### src/rtl/intr_collector_pkg.sv
// Shared constants and the register view encoding for the interrupt collector.
// Assumes exactly eight causes: five watermarks in bits 0..4, three sticky flags above them.
package intr_collector_pkg;

    localparam int NUM_SRC  = 8;
    localparam int NUM_WM   = 5;
    localparam int NUM_FLAG = NUM_SRC - NUM_WM;

    // Source bit positions, LSB first
    localparam int B_CMD_LOW   = 0;
    localparam int B_RCPT_HIGH = 1;
    localparam int B_TX_LOW    = 2;
    localparam int B_RX_HIGH   = 3;
    localparam int B_IBI_HIGH  = 4;
    localparam int B_RCPT_FLAG = 5;
    localparam int B_IBI_FLAG  = 6;
    localparam int B_ADDR_FLAG = 7;

    // Watermarks that compare "above" (1) rather than "below" (0)
    localparam logic [NUM_WM-1:0] WM_ABOVE = 5'b11010;

    typedef enum logic [1:0] {
        VIEW_SRC  = 2'd0,
        VIEW_MASK = 2'd1,
        VIEW_PEND = 2'd2,
        VIEW_NONE = 2'd3
    } view_e;

endpackage

### src/rtl/intr_wm_cmp.sv
// One registered FIFO watermark comparison.
// ABOVE=1 flags level > THRESH, ABOVE=0 flags level < THRESH; equality never flags.
// Assumes the level input is synchronous to clk.
module intr_wm_cmp #(
    parameter int              LVL_W  = 6,
    parameter logic [LVL_W-1:0] THRESH = '0,
    parameter bit              ABOVE  = 1'b0
) (
    input  logic             clk,
    input  logic             rst_n,
    input  logic [LVL_W-1:0] level,
    output logic             hit_q
);

    logic hit_d;

    generate
        if (ABOVE) begin : g_above
            // compare for an almost-full condition
            always_comb hit_d = (level > THRESH);
        end else begin : g_below
            // compare for an almost-empty condition
            always_comb hit_d = (level < THRESH);
        end
    endgenerate

    // register the comparison so the source view is glitch free
    always_ff @(posedge clk) begin
        if (!rst_n) hit_q <= 1'b0;
        else        hit_q <= hit_d;
    end

endmodule

### src/rtl/intr_evt_flag.sv
// Sticky event flag: set by an event pulse, cleared by a qualified clear.
// A set and a clear sampled at the same edge leave the flag set.
module intr_evt_flag (
    input  logic clk,
    input  logic rst_n,
    input  logic set_i,
    input  logic clr_i,
    output logic flag_q
);

    // hold the flag with set taking priority over clear
    always_ff @(posedge clk) begin
        if (!rst_n)     flag_q <= 1'b0;
        else if (set_i) flag_q <= 1'b1;
        else if (clr_i) flag_q <= 1'b0;
    end

endmodule

### src/rtl/intr_collector.sv
// Masked interrupt collector: five watermark causes and three sticky flags are
// gathered into a source vector, gated by an enable register, and OR-ed into a
// registered interrupt. The pending view takes a write-1 acknowledge for the
// receipt and in-band flags, which only works while their FIFO is empty. The
// address-request flag clears when the outgoing data FIFO holds data.
// Assumes all inputs are synchronous to clk; reset is synchronous, active low.
module intr_collector
    import intr_collector_pkg::*;
#(
    parameter int LVL_W     = 6,
    parameter int CMD_LOW   = 4,
    parameter int RCPT_HIGH = 28,
    parameter int TX_LOW    = 4,
    parameter int RX_HIGH   = 28,
    parameter int IBI_HIGH  = 28
) (
    input  logic               clk,
    input  logic               rst_n,
    input  logic               reg_wr,
    input  logic [1:0]         reg_addr,
    input  logic [NUM_SRC-1:0] reg_wdata,
    output logic [NUM_SRC-1:0] reg_rdata,
    input  logic [LVL_W-1:0]   cmd_level,
    input  logic [LVL_W-1:0]   rcpt_level,
    input  logic [LVL_W-1:0]   tx_level,
    input  logic [LVL_W-1:0]   rx_level,
    input  logic [LVL_W-1:0]   ibi_level,
    input  logic               rcpt_empty,
    input  logic               ibi_empty,
    input  logic               tx_empty,
    input  logic               rcpt_event,
    input  logic               ibi_event,
    input  logic               addr_req_event,
    output logic               irq
);

    localparam int THR [NUM_WM] = '{CMD_LOW, RCPT_HIGH, TX_LOW, RX_HIGH, IBI_HIGH};

    logic [LVL_W-1:0]    lvl_arr [NUM_WM];
    logic [NUM_SRC-1:0]  src_vec;
    logic [NUM_SRC-1:0]  mask_q;
    logic [NUM_SRC-1:0]  pend_vec;
    logic [NUM_FLAG-1:0] flag_set;
    logic [NUM_FLAG-1:0] flag_clr;
    logic                wr_mask;
    logic                wr_pend;
    logic                irq_q;

    // gather the level inputs in source bit order
    always_comb begin
        lvl_arr[B_CMD_LOW]   = cmd_level;
        lvl_arr[B_RCPT_HIGH] = rcpt_level;
        lvl_arr[B_TX_LOW]    = tx_level;
        lvl_arr[B_RX_HIGH]   = rx_level;
        lvl_arr[B_IBI_HIGH]  = ibi_level;
    end

    genvar gi;
    generate
        for (gi = 0; gi < NUM_WM; gi++) begin : g_wm
            intr_wm_cmp #(
                .LVL_W  (LVL_W),
                .THRESH (LVL_W'(THR[gi])),
                .ABOVE  (WM_ABOVE[gi])
            ) u_wm (
                .clk   (clk),
                .rst_n (rst_n),
                .level (lvl_arr[gi]),
                .hit_q (src_vec[gi])
            );
        end
    endgenerate

    // decode the register writes
    always_comb begin
        wr_mask = reg_wr && (reg_addr == VIEW_MASK);
        wr_pend = reg_wr && (reg_addr == VIEW_PEND);
    end

    // set and clear terms of the sticky flags, in source bit order
    always_comb begin
        flag_set = {addr_req_event, ibi_event, rcpt_event};
        flag_clr[B_RCPT_FLAG-NUM_WM] = wr_pend && reg_wdata[B_RCPT_FLAG] && rcpt_empty;
        flag_clr[B_IBI_FLAG-NUM_WM]  = wr_pend && reg_wdata[B_IBI_FLAG] && ibi_empty;
        flag_clr[B_ADDR_FLAG-NUM_WM] = !tx_empty;
    end

    generate
        for (gi = 0; gi < NUM_FLAG; gi++) begin : g_flag
            intr_evt_flag u_flag (
                .clk    (clk),
                .rst_n  (rst_n),
                .set_i  (flag_set[gi]),
                .clr_i  (flag_clr[gi]),
                .flag_q (src_vec[NUM_WM+gi])
            );
        end
    endgenerate

    // enable register
    always_ff @(posedge clk) begin
        if (!rst_n)       mask_q <= '0;
        else if (wr_mask) mask_q <= reg_wdata;
    end

    // gate the sources with their enables
    always_comb pend_vec = src_vec & mask_q;

    // registered interrupt line
    always_ff @(posedge clk) begin
        if (!rst_n) irq_q <= 1'b0;
        else        irq_q <= |pend_vec;
    end

    assign irq = irq_q;

    // read mux over the three views
    always_comb begin
        case (reg_addr)
            VIEW_SRC:  reg_rdata = src_vec;
            VIEW_MASK: reg_rdata = mask_q;
            VIEW_PEND: reg_rdata = pend_vec;
            default:   reg_rdata = '0;
        endcase
    end

endmodule

### config.mk
export PLATFORM = sky130hd
export DESIGN_NAME = intr_collector
export DESIGN_NICKNAME = d
export VERILOG_FILES = /design/src/rtl/intr_collector_pkg.sv /design/src/rtl/intr_wm_cmp.sv /design/src/rtl/intr_evt_flag.sv /design/src/rtl/intr_collector.sv
export SDC_FILE = /design/constraint.sdc
export NUM_CORES = 1
export LEC_CHECK = 0
export BUFFER_PORTS_ARGS = -buffer_cell sky130_fd_sc_hd__buf_2
export CAP_MARGIN = 20
export CORE_MARGIN = 2
export CORE_UTILIZATION = 35
export CTS_CLUSTER_SIZE = 40
export DETAILED_ROUTE_END_ITERATION = 12
export PLACE_DENSITY = 0.86
export SLEW_MARGIN = 20
export SYNTH_ARGS = -nofsm -noshare
export SYNTH_HDL_FRONTEND = slang
export SYNTH_SLANG_ARGS = --single-unit
### constraint.sdc
create_clock -name clk -period 0.8 [get_ports clk]
set_input_delay 0.04 -clock clk [delete_from_list [all_inputs] [get_ports clk]]
set_output_delay 0.04 -clock clk [all_outputs]
set_load 0.01 [all_outputs]
# Word level (Yosys, flattened, before mapping)
# Index checks and enable logic that the tools add are counted.
word_totals:
  register_bits: 17
  wordCells: 36
  output_inout_bits: 9
  inputBits: 49
op_classes:
  n_eq_ne: 3
  n_bitwise: 1
  order_cmp: 5
  reduce_logical: 10
  n_mux: 7
op_table:
  columns: ["operator", "count"]
  rows:
  - ["8-bit one-hot mux with 3 select lines", 1]
  - ["6-bit by 5-bit > comparator with 1-bit output, second input constant", 3]
  - ["6-bit by 3-bit < comparator with 1-bit output, second input constant", 2]
  - ["8-bit AND", 1]
  - ["8-bit OR reduction", 1]
  - ["1-bit logical AND", 6]
  - ["1-bit two-way mux", 6]
  - ["2-bit nonzero test", 2]
  - ["2-bit by 1-bit equality test with 1-bit output, second input constant", 1]
  - ["2-bit equality test, second input constant", 1]
  - ["2-bit zero test", 1]
  - ["2-bit by 1-bit inequality test with 1-bit output, second input constant", 1]

# Depth between registers and ports, before layout
# Gate-level depths: netlist of run 1.
depth:
  word_depth: 6
  depth_mapped: 4
  mapped_depth_nobuf: 3

# By module
# A second synthesis of run 1 with hierarchy kept.
unflattened:
  hier_cells: 91
  area_unflattened_um2: 847.1
by_module_without_submodules:
  columns: ["mod", "cells_per_inst", "seq_area_each_um2", "instances", "area_each_um2"]
  rows:
  - ["intr_collector", 64, 180.2, 1, 533.0]
  - ["intr_evt_flag", 3, 20.0, 3, 41.3]
  - ["intr_wm_cmp (g_wm[1].u_wm ...)", 4, 20.0, 3, 37.5]
  - ["intr_wm_cmp (g_wm[0].u_wm ...)", 3, 20.0, 2, 38.8]

# Worst setup path before layout of run 1
# Ideal clock, no wire load.
synth_path:
  kind: "register to output"
  from: "register g_flag[2].u_flag.flag_q"
  to: "output port reg_rdata[7]"
  path_stages_with_launch: 4
  n_path_buf: 0
  t_required_ns: 0.760
  arrival_ns: 0.699
  setup_slack_ns: 0.061
  cell_sequence: "dfxtp_1 -> inv_1 -> o21ai_0 -> a22o_1"
synth_between:
  elab_chain_len: 2
synth_rtl:
  columns: ["item", "line", "text"]
  rows:
  - ["from (decl)", "intr_evt_flag.sv:8", "output logic flag_q"]
  - ["from (signal assigned)", "intr_evt_flag.sv:13", "if (!rst_n) flag_q <= 1'b0;"]
  - ["from (signal assigned)", "intr_evt_flag.sv:14", "else if (set_i) flag_q <= 1'b1;"]
  - ["from (signal assigned)", "intr_evt_flag.sv:15", "else if (clr_i) flag_q <= 1'b0;"]
  - ["8-bit AND", "intr_collector.sv:107", "always_comb pend_vec = src_vec & mask_q;"]
  - ["8-bit one-hot mux with 3 select lines *", "intr_collector.sv:119", "case (reg_addr)"]
  - ["to (decl)", "intr_collector.sv:22", "output logic [NUM_SRC-1:0] reg_rdata,"]
# Mark *: on every way between the ends. The rest lies on a longest branch, timed or not.

# Worst setup path in the final report of run 1
layout_path:
  from: "register g_flag[1].u_flag.flag_q"
  to: "output port reg_rdata[6]"
layout_between:
  elab_chain_len: 2
layout_rtl:
  columns: ["item", "line"]
  rows:
  - ["from (decl)", "intr_evt_flag.sv:8"]
  - ["from (signal assigned)", "intr_evt_flag.sv:13"]
  - ["from (signal assigned)", "intr_evt_flag.sv:14"]
  - ["from (signal assigned)", "intr_evt_flag.sv:15"]
  - ["8-bit AND", "intr_collector.sv:107"]
  - ["8-bit one-hot mux with 3 select lines *", "intr_collector.sv:119"]
# Marked as above.

==> impl_metrics.csv, run 1 <==
group,metric,value,unit
floorplanning,initial_core_util,0.366,
timing,finalSetupViolCount,12,
drt,drt-initial-drc-count,23,
layout,final_nets,221,
worst_setup_path,cp_data_arrival_time,1130,ps
placed_design,pre_cts_ws,-94.3,ps
clock_tree,path_clk_slew,100,ps
drt,drc,0,
synthesis,synth_edf_count,0,
drt,finalWirelength,2.98,mm
floorplanning,io-pin-count,58,
placed_design,port-buffer-count,53,
timing,fin_ws,-373,ps
clock_tree,cts_buffer_depth,2,
layout,final_util,0.660,
floorplanning,rows,17,
power_and_ir_drop,finalPower,1.86,mW
synthesis,synth_area_leaders,"dfxtp_1 43%, mux2i_1 10%, a22o_1 8.8%",
synthesis,yosysWarnings,0,
worst_setup_path,r2r_start,"g_flag[2].u_flag.flag_q",
timing,skew,9.34,ps
clock_tree,cts_tree,"built",
clock_tree,numCtsBuffers,3,
global_route,antenna_found_initial,0,
timing,finalCriticalPeriod,1170,ps
layout,syn_to_final_growth,80.6,%
global_route,grt_pass1_vias,988,
synthesis,syn_area,793,µm²
synthesis,avgSynthCellArea,8.91,µm²
floorplanning,die_y,51.6,µm
synthesis,ys_types,19,
clock_tree,cts.sinks,17,
power_and_ir_drop,power.leakage,0.725,nW
worst_setup_path,cp_max_fo,3,
placed_design,dp_cells,173,
global_route,track_usage,0.208,
placed_design,gp_congestion,0.818,
drt,wl_per_cell,15.0,µm
timing,finalHoldViolCount,2,
worst_setup_path,crit_start,"g_flag[1].u_flag.flag_q",
synthesis,synth_seq_cells,17,
min_path,hold_path.class,"in2reg",
timing,tightest_slew,359,ps
layout,layout_commonest_cell,"buf_2",
worst_setup_path,required,760,ps
placed_design,hpwlAfterDp,1.62,mm
worst_setup_path,cp-start-kind,"register",
synthesis,synth_nets,138,
drt,vias_per_cell,5.25,
synthesis,ys_async_sr_fraction,0,
global_route,grt-ovfl-total,0,
global_route,grt_pass1_wl,4.08,mm
global_route,grt_max_degree,16,
drt,route.vias.total,1044,
worst_setup_path,cp-end-kind,"primary output",
layout,drive_gt1_frac,0.550,
drt,drtPass1Iterations,4,
min_path,min_from,"cmd_level[3]",
power_and_ir_drop,ir_drop,1090,µV
timing,maxSlewViolCount,0,
status,violations,"hold timing, setup timing",
synthesis,synth_top_area_frac,0.429,
synthesis,synth_ff_type,"dfxtp_1",
layout,antenna_cells,0,
power_and_ir_drop,power.density,1300,mW/mm²
status,status,"finished with violations",
clock_tree,cts-hold-fix-buffers,17,
clock_tree,cts_root_buffer,"clkbuf_4",
synthesis,yosysTopAreaCell,"dfxtp_1",
clock_tree,insertion_delay,310,ps
timing,relSlewSlack,0.760,
timing,grt_setup_unrepaired,"yes",
drt,drtAntennaViolNets,0,
worst_setup_path,path_class,"reg2out",
floorplanning,die_w,51.6,µm
layout,instances_no_fill,199,
job,maxCapViolCount,0,
clock_tree,h-tree-depth,1,
synthesis,syn_inst,89,
floorplanning,die_area,0.00266,mm²
synthesis,seq_area_frac_synth,0.429,
timing,clock.fmax,852,MHz
layout,final_cell_mix,"53 x buf_2, 17 x dlygate4sd3_1, 11 x nor2_1",
timing,period_share,1.47,
layout,fill_cells,162,
timing,holdWs,-49.5,ps
floorplanning,core,0.00217,mm²
==> critical path, cell delays in order (launching register included) <==
cell	delay, ps
dfxtp_2	360
inv_2	50
o21ai_2	120
a22o_1	160
buf_2	140
==> power by group <==
group | internal (mW) | switching [mW]
clock | 0.187 | 0.301
sequential | 0.889 | 0.0342
combinational | 0.260 | 0.187
==> kinds of logic after synthesis <==
logic type | Yosys count | share of synthesized area
multiplexers | 8 | 0.101
flip-flops | 17 | 0.429
AND/OR/NAND/NOR | 17 | 0.110
AO/OA/AOI/OAI | 32 | 0.281
buffers and inverters | 15 | 0.0789
==> path summary, 6_finish.rpt <==
path	to	slack, ps	cells after the start
worst max register to register	g_flag[2].u_flag.flag_q	-160	5
worst min register to register	mask_q[0]	560	2
worst min-delay path	g_wm[0].u_wm.hit_q	-50	3
worst max-delay path	reg_rdata[6]	-370	4
==> registers in the layout (all words and copies together), names as in the netlist <==
register              count
irq                       1
mask_q                    8
g_wm.u_wm.hit_q           5
g_flag.u_flag.flag_q      3
==> layer usage <==
layer | global-route usage | wire length [µm] | vias to the layer above
met5 | 0 | 0 | -
met1 | 0.198 | 1040 | 481
met2 | 0.389 | 1580 | 63
met3 | 0.0517 | 262 | 10
met4 | 0.140 | 101 | 0
li1 | - | - | 490
==> stage by stage <==
stage / hold slack, ps / TNS (ps) / area [µm²]
after floorplan: 157 / 0 / 793
after global placement: 251 / -1060 / 1120
after detailed placement: 254 / -1320 / 1120
after CTS: -56.5 / -2720 / 1390
after global routing: -36.3 / -3460 / 1430
final: -49.5 / -3060 / 1430
==> synthesized netlist by cell type, types with 3 or more instances <==
cell / number
dfxtp_1: 17
inv_1: 12
nor2_1: 11
a22o_1: 8
mux2i_1: 8
o21ai_0: 8
a21oi_1: 4
a22oi_1: 4
o2111ai_1: 3
==> layout make-up <==
| cell class | instances | area [µm²] | share of cell area |
|---|---|---|---|
| Clock buffer | 3 | 22.5 | 0.0157 |
| Clock inverter | 1 | 5.00 | 0.00349 |
| Inverter | 12 | 45.0 | 0.0314 |
| Multi-Input combinational cell | 57 | 438 | 0.306 |
| Sequential cell | 17 | 350 | 0.245 |
| Tap cell | 28 | 35.0 | 0.0245 |
| Timing Repair Buffer | 81 | 537 | 0.375 |
==> repair_timing <==
action,in CTS,in global routing
setup endpoints to repair,11,13
pin swaps,12,11
setup buffers,6,2
resized for setup,25,13
endpoints found under the hold margin,14,2
Power figures use the tool's default switching activity.
==> run 2: changes to the inputs <==
PLACE_DENSITY = 0.85   (was 0.86)
==> impl_metrics.csv, run 2 (same netlist as run 1, synthesis figures left out) <==
group,metric,value,unit
layout,final_util,0.658,
clock_tree,cts-hold-fix-buffers,16,
timing,skew,3.95,ps
floorplanning,rows,17,
clock_tree,insertion_delay,300,ps
global_route,grt_pass1_vias,996,
floorplanning,die_y,51.6,µm
worst_setup_path,required,760,ps
floorplanning,core,0.00217,mm²
drt,finalWirelength,2.72,mm
global_route,grt_pass1_wl,4.06,mm
drt,drt-initial-drc-count,18,
layout,fill_cells,166,
worst_setup_path,critical_path.max_stage_delay,350,ps
status,status,"finished with violations",
clock_tree,cts_root_buffer,"clkbuf_4",
layout,drive_gt1_frac,0.544,
drt,drc,0,
global_route,grt_max_degree,13,
timing,period_share,1.42,
worst_setup_path,critPathTopFamily,"flip-flops",
drt,vias_per_cell,5.07,
worst_setup_path,crit_chain,"buf_4 > a22o_1 > buf_2",
layout,regMostFlops,"mask_q",
drt,wl_per_cell,13.8,µm
layout,final_nets,219,
drt,drtPass1Iterations,4,
worst_setup_path,ff2ff_path_depth,4,
placed_design,dp_cells,173,
timing,grt_setup_unrepaired,"yes",
global_route,track_usage,0.210,
status,violations,"hold timing, setup timing",
timing,finalHoldViolCount,2,
layout,layout_commonest_cell,"buf_2",
drt,route.vias.total,999,
power_and_ir_drop,power.density,1280,mW/mm²
power_and_ir_drop,power.leakage,0.722,nW
drt,drtAntennaViolNets,0,
worst_setup_path,cp_num_buf_inv,2,
clock_tree,path_clk_slew,100,ps
clock_tree,h-tree-depth,1,
floorplanning,die_w,51.6,µm
layout,syn_to_final_growth,80.0,%
worst_setup_path,cp_max_fo,3,
floorplanning,die_area,0.00266,mm²
clock_tree,numCtsBuffers,3,
job,maxCapViolCount,0,
floorplanning,initial_core_util,0.366,
timing,finalCriticalPeriod,1140,ps
timing,fin_ws,-340,ps
placed_design,port-buffer-count,53,
min_path,hold_path.class,"in2reg",
clock_tree,cts_tree,"built",
global_route,antenna_found_initial,0,
layout,multi_input_area,428,µm²
floorplanning,io-pin-count,58,
layout,instances_no_fill,197,
layout,final_cell_mix,"52 x buf_2, 16 x dlygate4sd3_1, 11 x nor2_1",
power_and_ir_drop,ir_drop,985,µV
worst_setup_path,cp-end-kind,"primary output",
worst_setup_path,path_class,"reg2out",
timing,finalSetupViolCount,12,
timing,relSlewSlack,0.754,
layout,largest_reg_flops,8,
placed_design,gp_congestion,0.824,
min_path,min_path_cells,3,
worst_setup_path,crit_slowest_cell,"dfxtp_2",
layout,largestRegisters,"mask_q (8), g_wm.u_wm.hit_q (5), g_flag.u_flag.flag_q (3)",
timing,tightest_slew,368,ps
placed_design,hpwlAfterDp,1.69,mm
timing,maxSlewViolCount,0,
global_route,grt-ovfl-total,0,
worst_setup_path,worst-path-stages,3,
timing,holdWs,-51.8,ps
worst_setup_path,cp_data_arrival_time,1100,ps
timing,clock.fmax,878,MHz
worst_setup_path,cp-start-kind,"register",
layout,register_area,354,µm²
clock_tree,cts_buffer_depth,2,
clock_tree,cts.sinks,17,
layout,antenna_cells,0,
[run 2: final timing paths]
| kind | from | endpoint | slack, ps |
|---|---|---|---|
| min reg2reg | mask_q[3] | mask_q[3] | 540 |
| max | g_wm[2].u_wm.hit_q | reg_rdata[2] | -340 |
| max reg2reg | g_wm[4].u_wm.hit_q | irq | -140 |
| min | cmd_level[3] | g_wm[0].u_wm.hit_q | -50 |
[run 2: layout make-up]
class	count	area share
Timing Repair Buffer	79	0.377
Multi-Input combinational cell	57	0.300
Sequential cell	17	0.248
Inverter	12	0.0316
Tap cell	28	0.0245
Clock buffer	3	0.0158
Clock inverter	1	0.00351
[run 2: metal layers]
metal / global-route usage / share of wire / vias up
met2: 0.425 / 0.56 / 44
met1: 0.198 / 0.35 / 467
met4: 0.105 / 0.024 / 0
li1: - / - / 482
met3: 0.0345 / 0.069 / 6
met5: 0 / 0 / -
[run 2: per-stage QoR]
step / total power [mW] / setup WS, ps / cell area, µm² / setup TNS [ps]
floorplan: 1.06 / 60.9 / 793 / 0
global placement: 1.23 / -74.7 / 1130 / -1020
detailed placement: 1.24 / -122 / 1130 / -1530
CTS: 1.79 / -326 / 1370 / -2920
global route: 1.91 / -393 / 1430 / -3280
finish: 1.83 / -340 / 1430 / -2820
[run 2: tightest hold or removal path, cell delays in order]
cell and delay (ps):
buf_2 70, or4_1 90, nor2_1 30
[run 2: repair_timing]
item	4_1_cts	5_1_grt
hold endpoints to repair	14	2
pin swaps	14	10
setup buffers	5	2
gates resized for setup	26	12
gates cloned	0	0
setup endpoints to repair	11	13
[run 2: report_power, final]
part | leakage (nW) | total [mW] | switching, mW | internal [mW]
Combinational | 0.561 | 0.443 | 0.180 | 0.263
Clock | 0.0177 | 0.466 | 0.279 | 0.187
Sequential | 0.143 | 0.919 | 0.0321 | 0.887
Total | 0.722 | 1.83 | 0.491 | 1.34
==> run 3: changes to the inputs <==
ABC_AREA = 1   (was not set)
CORE_UTILIZATION = 36   (was 35)
==> impl_metrics.csv, run 3 <==
group,metric,value,unit
synthesis,seq_area_frac_synth,0.408,
layout,syn_to_final_growth,77.3,%
global_route,track_usage,0.192,
worst_setup_path,r2r_start,"g_flag[1].u_flag.flag_q",
worst_setup_path,cp_data_arrival_time,1020,ps
synthesis,synth_ff_type,"dfxtp_1",
floorplanning,io-pin-count,58,
synthesis,ys_types,11,
worst_setup_path,rrSetupSlack,-40,ps
worst_setup_path,cp-end-kind,"primary output",
synthesis,avgSynthCellArea,6.27,µm²
drt,route.vias.total,1113,
drt,vias_per_cell,4.54,
clock_tree,numCtsBuffers,3,
min_path,min_from,"reg_wdata[1]",
job,maxCapViolCount,0,
layout,multi_input_area,413,µm²
worst_setup_path,cp-start-kind,"register",
global_route,grt_pass1_vias,970,
power_and_ir_drop,ir_drop,754,µV
layout,drive_gt1_frac,0.355,
synthesis,yosysMostFrequentCell,"nand2_1",
drt,drtAntennaViolNets,0,
clock_tree,cts_tree,"built",
drt,finalWirelength,2.47,mm
synthesis,synth_area_leaders,"dfxtp_1 41%, nand2_1 26%, inv_1 9.5%",
worst_setup_path,r2r_end,"irq",
status,violations,"setup timing",
timing,clock.fmax,943,MHz
placed_design,hpwlAfterDp,1.58,mm
min_path,min_to,"mask_q[1]",
clock_tree,cts_root_buffer,"clkbuf_4",
min_path,hold_path.class,"in2reg",
clock_tree,cts.sinks,17,
layout,antenna_cells,0,
worst_setup_path,required,760,ps
clock_tree,cts_buffer_depth,2,
layout,layout_commonest_cell,"nand2_1",
timing,fin_ws,-260,ps
synthesis,syn_inst,133,
worst_setup_path,path_class,"reg2out",
timing,period_share,1.33,
synthesis,synth_seq_cells,17,
synthesis,yosysTopAreaCell,"dfxtp_1",
layout,regMostFlops,"mask_q",
timing,relSlewSlack,0.667,
synthesis,synth_nets,182,
layout,largest_reg_flops,8,
layout,register_area,352,µm²
drt,drt-initial-drc-count,15,
floorplanning,die_y,52.1,µm
timing,finalHoldViolCount,0,
clock_tree,path_clk_slew,100,ps
worst_setup_path,cp_max_fo,2,
timing,finalCriticalPeriod,1060,ps
floorplanning,initial_core_util,0.380,
layout,final_cell_mix,"55 x nand2_1, 49 x buf_2, 22 x dlygate4sd3_1",
synthesis,synth_top_area_frac,0.408,
layout,largestRegisters,"mask_q (8), g_wm.u_wm.hit_q (5), g_flag.u_flag.flag_q (3)",
layout,final_nets,267,
layout,final_util,0.674,
global_route,grt_pass1_wl,3.80,mm
status,status,"finished with violations",
layout,fill_cells,192,
worst_setup_path,ff2ff_path_depth,5,
placed_design,gp_congestion,0.743,
global_route,antenna_found_initial,0,
floorplanning,die_w,52.1,µm
timing,tightest_slew,497,ps
drt,drc,0,
timing,grt_setup_unrepaired,"yes",
floorplanning,rows,17,
placed_design,port-buffer-count,53,
clock_tree,h-tree-depth,1,
synthesis,ys_async_sr_fraction,0,
timing,skew,6.11,ps
timing,maxSlewViolCount,0,
synthesis,yosysWarnings,0,
clock_tree,insertion_delay,290,ps
timing,finalSetupViolCount,9,
synthesis,syn_area,833,µm²
drt,drtPass1Iterations,5,
power_and_ir_drop,power.density,1200,mW/mm²
synthesis,ys_top_cells_by_count,"57 x nand2_1, 21 x inv_1, 17 x dfxtp_1",
global_route,grt_max_degree,16,
min_path,min_path_cells,3,
floorplanning,core,0.00219,mm²
power_and_ir_drop,finalPower,1.78,mW
floorplanning,die_area,0.00272,mm²
drt,wl_per_cell,10.1,µm
power_and_ir_drop,power.leakage,0.840,nW
synthesis,synth_edf_count,0,
global_route,grt-ovfl-total,0,
## run 3: cell count changes after synthesis, moves of 3 or more
| cell | change |
|---|---|
| nand2_1 | +57 |
| a21oi_1 | +11 |
| inv_1 | +9 |
| a22o_1 | -8 |
| mux2i_1 | -8 |
| a22oi_1 | -4 |
| nor2_1 | -4 |
| o2111ai_1 | -3 |
| o211ai_1 | +3 |
## run 3: worst max-delay path, stage by stage, from the launching register on
cell,delay [ps]
dfxtp_2,340
nand2_1,50
nand2_1,70
o21ai_0,80
inv_1,90
buf_6,100
## run 3: layout make-up
cell class,instances,area share
multi-input cells,93,0.279
repair buffers,81,0.384
clock buffers,3,0.0152
well taps,28,0.0237
inverters,22,0.0559
flip-flops and latches,17,0.238
clock inverters,1,0.00339
## run 3: stage by stage
step	hold WS [ps]	setup slack [ps]	TNS [ps]	instance area (µm²)	cells
after CTS	2.45	-246	-1960	1440	245
after global routing	14.2	-342	-2650	1480	245
final	1.68	-260	-1970	1480	245
after detailed placement	205	-134	-1020	1160	215
after floorplan	116	147	0	833	133
after global placement	205	-116	-841	1160	215
## run 3: worst max path at each step
stage / from / endpoint / slack, ps
6_report: g_flag[2].u_flag.flag_q / reg_rdata[7] / -260
5_1_grt: g_wm[4].u_wm.hit_q / reg_rdata[4] / -340
4_1_cts: g_wm[3].u_wm.hit_q / reg_rdata[3] / -250
3_5_place_dp: reg_addr[0] / reg_rdata[2] / -130
3_3_place_gp: reg_addr[0] / reg_rdata[0] / -120
2_1_floorplan: g_flag[1].u_flag.flag_q / irq / 150
## run 3: cells by family (layout without fill, tap and decap cells)
logic type      after synthesis  count (layout)  share of synthesized area
simple gates                 67              67                      0.321
compound gates               26              26                      0.165
buf+inv                      23             107                      0.105
flops                        17              17                      0.408
## run 3: layer usage
metal  track usage  up-vias  share of wire
li1              -      578              -
met1         0.205      489           0.40
met2         0.357       42           0.53
met3        0.0259        4          0.050
met4         0.105        0          0.020
met5             0        -              0
## run 3: report_power, final
group	total [mW]	internal, mW	switching (mW)	leakage [nW]
combinational	0.424	0.246	0.178	0.680
sequential	0.909	0.887	0.0212	0.142
clock	0.444	0.186	0.258	0.0177
total	1.78	1.32	0.457	0.840
## run 3: timing repair
action / 4_1_cts / 5_1_grt
pin swaps: 1 / 5
setup buffers: 4 / 1
hold buffers: 22 / 0
endpoints found under the setup margin: 8 / 13
hold endpoints to repair: 14 / 0
gates resized for setup: 11 / 8
